### src/rtl/burst_pkg.sv
package burst_pkg;

  typedef enum logic [1:0] {
    ST_RUN  = 2'd0,
    ST_IDLE = 2'd1,
    ST_DEEP = 2'd2,
    ST_WAKE = 2'd3
  } burstState_t;

  typedef enum logic [1:0] {
    FLOOR_LOW  = 2'b00,
    FLOOR_MID  = 2'b01,
    FLOOR_HIGH = 2'b10
  } floorSel_t;

  // control -> datapath strobes
  typedef struct packed {
    logic holdDwell;  // keep the dwell counter at zero
    logic wakeRst;    // internal reset during wake-up
  } ctrlStrobe_t;

  // datapath -> control conditions
  typedef struct packed {
    logic belowStop;
    logic aboveResume;
    logic entryDone;
    logic wakeDone;
  } dpFlags_t;

endpackage

### src/rtl/burst_dp.sv
module burst_dp
  import burst_pkg::*;
#(
  parameter int FB_W         = 10,
  parameter int STOP_CODE    = 140,
  parameter int RESUME_CODE  = 150,
  parameter int FOLD_CODE    = 250,
  parameter int ENTRY_CLKS   = 128000,
  parameter int WAKE_CLKS    = 4000,
  parameter int FLOOR_PERIOD = 1000
) (
  input  logic            clk,
  input  logic            rst_n,
  input  logic [FB_W-1:0] fbCode,
  input  ctrlStrobe_t     strb,
  output dpFlags_t        flags,
  output logic [1:0]      floorSel
);

  localparam int DWELL_MAX = (ENTRY_CLKS > WAKE_CLKS) ? ENTRY_CLKS : WAKE_CLKS;
  localparam int DW_W      = $clog2(DWELL_MAX + 1);
  localparam int PER_W     = $clog2(FLOOR_PERIOD + 1);

  localparam logic [FB_W-1:0]  STOP_V    = FB_W'(STOP_CODE);
  localparam logic [FB_W-1:0]  RESUME_V  = FB_W'(RESUME_CODE);
  localparam logic [FB_W-1:0]  FOLD_V    = FB_W'(FOLD_CODE);
  localparam logic [DW_W-1:0]  ENTRY_END = DW_W'(ENTRY_CLKS - 1);
  localparam logic [DW_W-1:0]  WAKE_END  = DW_W'(WAKE_CLKS - 1);
  localparam logic [DW_W-1:0]  DW_SAT    = DW_W'(DWELL_MAX);
  localparam logic [PER_W-1:0] PER_LAST  = PER_W'(FLOOR_PERIOD - 1);

  logic [DW_W-1:0]  dwellCnt;
  logic [PER_W-1:0] perCnt;
  floorSel_t        floorReg;
  floorSel_t        levelNow;

  // level comparisons
  always_comb begin
    flags.belowStop   = fbCode < STOP_V;
    flags.aboveResume = fbCode > RESUME_V;
    flags.entryDone   = dwellCnt == ENTRY_END;
    flags.wakeDone    = dwellCnt == WAKE_END;
  end

  // shared dwell counter: idle interval and wake-up length
  always_ff @(posedge clk or negedge rst_n) begin
    if (!rst_n) begin
      dwellCnt <= '0;
    end else if (strb.holdDwell) begin
      dwellCnt <= '0;
    end else if (dwellCnt != DW_SAT) begin
      dwellCnt <= dwellCnt + 1'b1;
    end
  end

  // three-level floor classification
  always_comb begin
    if (fbCode > FOLD_V)        levelNow = FLOOR_HIGH;
    else if (fbCode > RESUME_V) levelNow = FLOOR_MID;
    else                        levelNow = FLOOR_LOW;
  end

  // floor select sampled once per period
  always_ff @(posedge clk or negedge rst_n) begin
    if (!rst_n) begin
      perCnt   <= '0;
      floorReg <= FLOOR_LOW;
    end else if (strb.wakeRst) begin
      perCnt   <= '0;
      floorReg <= FLOOR_LOW;
    end else if (perCnt == PER_LAST) begin
      perCnt   <= '0;
      floorReg <= levelNow;
    end else begin
      perCnt   <= perCnt + 1'b1;
    end
  end

  assign floorSel = floorReg;

endmodule

### src/rtl/burst_ctrl.sv
module burst_ctrl
  import burst_pkg::*;
(
  input  logic        clk,
  input  logic        rst_n,
  input  dpFlags_t    flags,
  output ctrlStrobe_t strb,
  output logic        swEn,
  output logic        lowPower
);

  burstState_t state;
  burstState_t stateNext;

  always_comb begin
    stateNext = state;
    unique case (state)
      ST_RUN:  if (flags.belowStop) stateNext = ST_IDLE;
      ST_IDLE: begin
        if (flags.aboveResume)    stateNext = ST_RUN;
        else if (flags.entryDone) stateNext = ST_DEEP;
      end
      ST_DEEP: if (flags.aboveResume) stateNext = ST_WAKE;
      ST_WAKE: if (flags.wakeDone)    stateNext = ST_RUN;
      default: stateNext = ST_RUN;
    endcase
  end

  always_ff @(posedge clk or negedge rst_n) begin
    if (!rst_n) state <= ST_RUN;
    else        state <= stateNext;
  end

  always_comb begin
    strb.holdDwell = (state == ST_RUN) || (state == ST_DEEP);
    strb.wakeRst   = (state == ST_WAKE);
    swEn           = (state == ST_RUN);
    lowPower       = (state == ST_DEEP);
  end

endmodule

### src/rtl/burst_gate.sv
module burst_gate
  import burst_pkg::*;
#(
  parameter int FB_W         = 10,
  parameter int STOP_CODE    = 140,
  parameter int RESUME_CODE  = 150,
  parameter int FOLD_CODE    = 250,
  parameter int ENTRY_CLKS   = 128000,
  parameter int WAKE_CLKS    = 4000,
  parameter int FLOOR_PERIOD = 1000
) (
  input  logic            clk,
  input  logic            rst_n,
  input  logic [FB_W-1:0] fbCode,
  output logic            swEn,
  output logic            lowPower,
  output logic [1:0]      floorSel
);

  ctrlStrobe_t strb;
  dpFlags_t    flags;

  burst_ctrl u_ctrl (
    .clk      (clk),
    .rst_n    (rst_n),
    .flags    (flags),
    .strb     (strb),
    .swEn     (swEn),
    .lowPower (lowPower)
  );

  burst_dp #(
    .FB_W         (FB_W),
    .STOP_CODE    (STOP_CODE),
    .RESUME_CODE  (RESUME_CODE),
    .FOLD_CODE    (FOLD_CODE),
    .ENTRY_CLKS   (ENTRY_CLKS),
    .WAKE_CLKS    (WAKE_CLKS),
    .FLOOR_PERIOD (FLOOR_PERIOD)
  ) u_dp (
    .clk      (clk),
    .rst_n    (rst_n),
    .fbCode   (fbCode),
    .strb     (strb),
    .flags    (flags),
    .floorSel (floorSel)
  );

endmodule

### config.mk
export PLATFORM = sky130hd
export DESIGN_NAME = burst_gate
export DESIGN_NICKNAME = d
export VERILOG_FILES = /design/src/rtl/burst_pkg.sv /design/src/rtl/burst_dp.sv /design/src/rtl/burst_ctrl.sv /design/src/rtl/burst_gate.sv
export SDC_FILE = /design/constraint.sdc
export NUM_CORES = 1
export LEC_CHECK = 0
export BUFFER_PORTS_ARGS = -buffer_cell sky130_fd_sc_hd__buf_2
export CAP_MARGIN = 20
export CELL_PAD_IN_SITES_DETAIL_PLACEMENT = 1
export CELL_PAD_IN_SITES_GLOBAL_PLACEMENT = 1
export CORE_MARGIN = 8
export CORE_UTILIZATION = 30
export DETAILED_ROUTE_END_ITERATION = 7
export PLACE_DENSITY_LB_ADDON = 0.15
export SLEW_MARGIN = 20
export SYNTH_ARGS = -nofsm -noshare
export SYNTH_HDL_FRONTEND = slang
export SYNTH_SLANG_ARGS = --single-unit
### constraint.sdc
create_clock -name clk -period 3.2 [get_ports clk]
set_input_delay 0.32 -clock clk [delete_from_list [all_inputs] [get_ports clk]]
set_output_delay 0.32 -clock clk [all_outputs]
set_load 0.1 [all_outputs]
# Yosys cells after proc, flatten, opt, wreduce, memory -nomap -nowiden
# Index checks and enable logic that the tools add are counted.
# W data, S select, Z words.
[op_classes] reduce_logical=5 eq_ne=11 n_lt_le_gt_ge=3 n_mux=14 n_addsub=2
[ops] op="$mux W17" count=2
[ops] op="$gt A10 B8 Y1 const B" count=2
[ops] op="$mux W10" count=2
[ops] op="$add A17 B1 Y17 const B" count=1
[ops] op="$eq A17 B12 Y1 const B" count=1
[ops] op="$eq A17 B17 Y1 const B" count=1
[ops] op="$ne A17 B17 Y1 const B" count=1
[ops] op="$mux W2" count=8
[ops] op="$add A10 B1 Y10 const B" count=1
[ops] op="$eq A10 B10 Y1 const B" count=1
[ops] op="$lt A10 B8 Y1 const B" count=1
[ops] op="$pmux W2 S4" count=1
[ops] op="$ne A2 B1 Y1 const B" count=3
[ops] op="$eq A2 B2 Y1 const B" count=2
[ops] op="$reduce_and A4 Y1" count=1
[ops] op="$reduce_bool A2 Y1" count=2
[ops] op="$ne A3 B3 Y1 const B" count=1
[ops] op="$eq A2 B1 Y1 const B" count=1
[ops] op="$logic_not A2 Y1" count=1
[ops] op="$logic_or A1 B1 Y1" count=1
[ops] op="$mux W1" count=1
[word_totals] regBits=31 in_bits=12 out_inout_bits=4 wordCells=39

# Logic depth before layout (Yosys ltp)
[depth] ltp_word=5 depth_mapped=6 mapped_depth_nobuf=6

# Modules after synthesis
# Synthesis repeated with hierarchy kept, for this count alone.
[hier_totals] cells_unflattened=176 area_unflattened_um2=1702.9
[modules_own_cells] mod="burst_dp" seq_area_each_um2=725.7 area_per_inst_um2=1580.3 instances=1 cells_per_inst=164
[modules_own_cells] mod="burst_ctrl" seq_area_each_um2=50.0 area_per_inst_um2=122.6 instances=1 cells_per_inst=12

# Worst setup path after synthesis
# Ideal clock, no wire load.
[synth_timing] path_type="register -> register" startpoint="reg with a tool-made name" endpoint="reg u_ctrl.state[0]" setup_time_ns=0.094 path_slack_ns=0.778 synth_period_minus_slack_ns=2.422 required_ns=3.106 arrival_time_ns=2.328 path_stages_with_launch=6 n_path_buf=0 cell_sequence="dfrtp_1 > nor2b_1 > nor2_1 > nand3_1 > a211oi_1 > a211oi_1"
[synth_lines] item="end signal, assigned" line_no="burst_ctrl.sv:31" text="else state <= stateNext;"
[synth_lines] item="end, declared" line_no="burst_ctrl.sv:12" text="burstState_t state;"

# Worst setup path after layout
[layout_timing] startpoint="reg u_dp.dwellCnt[0]" endpoint="reg u_ctrl.state[0]"
[layout_via] elab_chain_cells=3 elab_cells_between_ends=5 cone_classes="eq/ne (4); reduce/logical (1)"
[layout_rtl] item="start, declared" line_no="burst_dp.sv:32" text="logic [DW_W-1:0] dwellCnt;"
[layout_rtl] item="start signal, assigned" line_no="burst_dp.sv:52" text="dwellCnt <= dwellCnt + 1'b1;"
[layout_rtl] item="$eq A17 B17 Y1 / $eq A17 B12 Y1 (equally long branches)" line_no="burst_dp.sv:41, burst_dp.sv:42"
[layout_rtl] item="$ne A3 B3 Y1 (no source line) / $ne A2 B1 Y1 (equally long branches)"
[layout_rtl] item="$reduce_and A4 Y1 (no source line) *"
# Every way passes the cells marked *; elsewhere a longest branch is shown, timed or not.
# A chain may end at the register's enable or synchronous reset.

==> impl_metrics.ini <==
[setup_path]
ff2ff_setup_slack_ns = 1.24
crit_fanout = 7
regToRegEndpoint = u_ctrl.state[0]
r2r_start = u_dp.dwellCnt[0]
rr_worst_depth = 6
worst_ep_required_time_ns = 3.35
crit_type = reg2reg
end_kind = flop
crit_start = u_dp.dwellCnt[0]
worstSetupStartpointType = flop
endpoint = u_ctrl.state[0]
worst_ep_arrival_time_ns = 2.12

[yosys]
netlist_area_mm2 = 0.00163
synth_cell_type_count = 31
yosysWarnings = 0
syn-num-nets = 189
netlist.area_leader.share_pct = 47.5
seq_area_frac_synth_pct = 47.5
ys_seq_elements = 31
syn_area_per_cell_um2 = 9.38
yosys-top-cells-area = dfrtp_1 (48%), xnor2_1 (8.1%), nor2_1 (7.8%)
synthCells = 174
yosysTopAreaCell = dfrtp_1

[cells_and_area]
antennaDiodeCount = 0
final_cell_mix = nor2_1 (34), dfrtp_1 (31), xnor2_1 (15), buf_2 (15), nand2_1 (12)
final_cell_count_no_fill = 267
layout_commonest_cell = nor2_1
nNetsFinal = 209
design_area_mm2 = 0.00187
area_delta_synth_final_pct = 14.8
drive_gt1_share_pct = 14.4

[floorplan]
coreArea_mm2 = 0.00537
rows = 27
die_height_um = 89.7
start_util_pct = 30.4
io_pins = 16
die_w_um = 89.7
die_area_mm2 = 0.00805

[timing]
slew_headroom_pct = 52.1
final_period_minus_worst_setup_slack_ns = 1.96
fmaxAchievable_mhz = 510
setup_violations = 0
fin_ws_ns = 1.24
worst_pin_slew_ns = 0.719
skew_ns = 0.00624
setup_tns_ns = 0
finalMaxSlewViolations = 0
grt_setup_unrepaired = no
fin_crit_sh_pct = 61.3
hold_violations = 0

[routing]
routed_wl_um = 3900
vias = 1319
firstDrtPassIters = 4
drc = 0
wl_per_cell_um = 14.6
drt_iter0_drc = 26
ant_nets = 0
vias_per_cell = 4.94

[clocking]
clock-sinks = 31
cts_resized = 0
cts_hold_buf = 0
postCtsSetupBuffers = 0
clock_latency_ns = 0.28
cts_max_path_buffers = 2
cts_tree = built
cts_root_buf = clkbuf_8
clk_pin_slew_ns = 0.07
htree_levels = 2
cts_buffers = 5

[placement]
place_congestion = 0.793
dp.cells = 259
place_area_mm2 = 0.00179
place_ws_ns = 1.14
dp_hpwl_um = 3000
io_buffers = 15

[power_and_ir_drop]
ir_worst_vdd_v = 0.000205
p_comb_share_pct = 28.8
power.leakage_nw = 0.798
pwr-share-seq_pct = 45.3
p_int_uw = 698
swShare_pct = 38.5
powerDensity_mw_per_mm2 = 605
clkPwrFrac_pct = 25.9
p_total_mw = 1.13
switchingPower_uw = 436

[global_routing]
grt_overflow = 0
grt_pass1_vias = 1471
antenna_found_initial = 0
grt.total_usage_pct = 10.6
grt_pass1_wl_um = 7040
grt_max_degree = 32

[worst_hold_path]
hold_path_class = in2async

[run]
drv_cap = 0

[outcome]
status = finished, final reports clean
==> power groups by stage <==
| stage | combinational, mW | clock (mW) | sequential, mW |
|---|---|---|---|
| after CTS | 0.335 | 0.311 | 0.515 |
| after global routing | 0.371 | 0.324 | 0.528 |
| final | 0.327 | 0.294 | 0.513 |
| after global placement | 0.323 | 0 | 0.517 |
| after detailed placement | 0.333 | 0 | 0.522 |
| after floorplan | 0.228 | 0 | 0.541 |
==> per-layer routing <==
layer  GRT usage (%)  vias up  wire length, um
li1                -      637                -
met1            11.0      664             1570
met2            19.3       12             2160
met3            2.99        6              103
met4            4.80        0               68
met5               0        -                0
==> critical path, cell delays in order (launching register included) <==
cell	delay (ns)
dfrtp_1	0.42
ha_1	0.24
nand4_1	0.28
nor3_1	0.36
nand3_1	0.17
a211oi_1	0.28
a211oi_1	0.08
==> cell usage after synthesis <==
| master | count |
|---|---|
| nor3b_1 | 2 |
| nor4b_1 | 3 |
| and4_1 | 1 |
| dfrtp_1 | 31 |
| nand3b_1 | 1 |
| ha_1 | 3 |
| mux2i_1 | 3 |
| xor2_1 | 7 |
| or3_1 | 3 |
| a211o_2 | 1 |
| o21ai_0 | 4 |
| and3_1 | 1 |
| inv_1 | 8 |
| xnor2_1 | 15 |
| nor3_1 | 4 |
| a211oi_1 | 4 |
| or4b_1 | 1 |
| nor2b_1 | 1 |
| nand4_1 | 8 |
| nand2_1 | 12 |
| nand3_1 | 10 |
| or2_2 | 1 |
| nor4_2 | 1 |
| a21o_1 | 1 |
| nand2b_4 | 1 |
| and2_1 | 1 |
| a21bo_2 | 1 |
| nor4_1 | 4 |
| clkbuf_1 | 2 |
| nor2_1 | 34 |
| a21oi_1 | 5 |
==> sequential cells by signal, summed over array words and instances (netlist names), named ones only <==
signal         cells
u_dp.floorSel      2
u_dp.dwellCnt     17
u_ctrl.state       1
u_dp.perCnt       10
==> logic make-up after synthesis <==
logic type      after synthesis  synth area share [%]
compound gates               16                  6.29
fa+ha+maj                     3                  2.30
mux                           3                  1.84
buf+inv                      10                  2.30
xor+xnor                     22                  11.8
flops                        31                  47.5
simple gates                 89                  27.9
==> worst min-delay path by stage <==
stage	slack, ns	start	to	depth (start not counted)
6_report	0.09	rst_n	u_dp.dwellCnt[9]	1
2_1_floorplan	0.02	rst_n	asynchronous set/reset pin	0
3_3_place_gp	0.40	rst_n	u_dp.dwellCnt[11]	1
3_5_place_dp	0.42	rst_n	u_dp.dwellCnt[9]	1
5_1_grt	0.13	rst_n	u_ctrl.state[0]	1
4_1_cts	0.11	rst_n	u_dp.dwellCnt[9]	1
==> per-stage QoR <==
step	hold WS [ns]	util, %
5_1_grt	0.131	34.9
2_1_floorplan	0.0244	-
3_5_place_dp	0.421	33.3
4_1_cts	0.111	34.9
6_report	0.0870	34.9
3_3_place_gp	0.399	33.3
==> final cells by class <==
cell class / instances / area [um^2]
fillers: 633 / 3500
multi-input cells: 133 / 818
flip-flops and latches: 31 / 776
well taps: 72 / 90.1
repair buffers: 15 / 75.1
clock buffers: 5 / 68.8
inverters: 8 / 30.0
clock inverters: 3 / 15.0
Note: power is estimated with default switching activity, not from simulation.
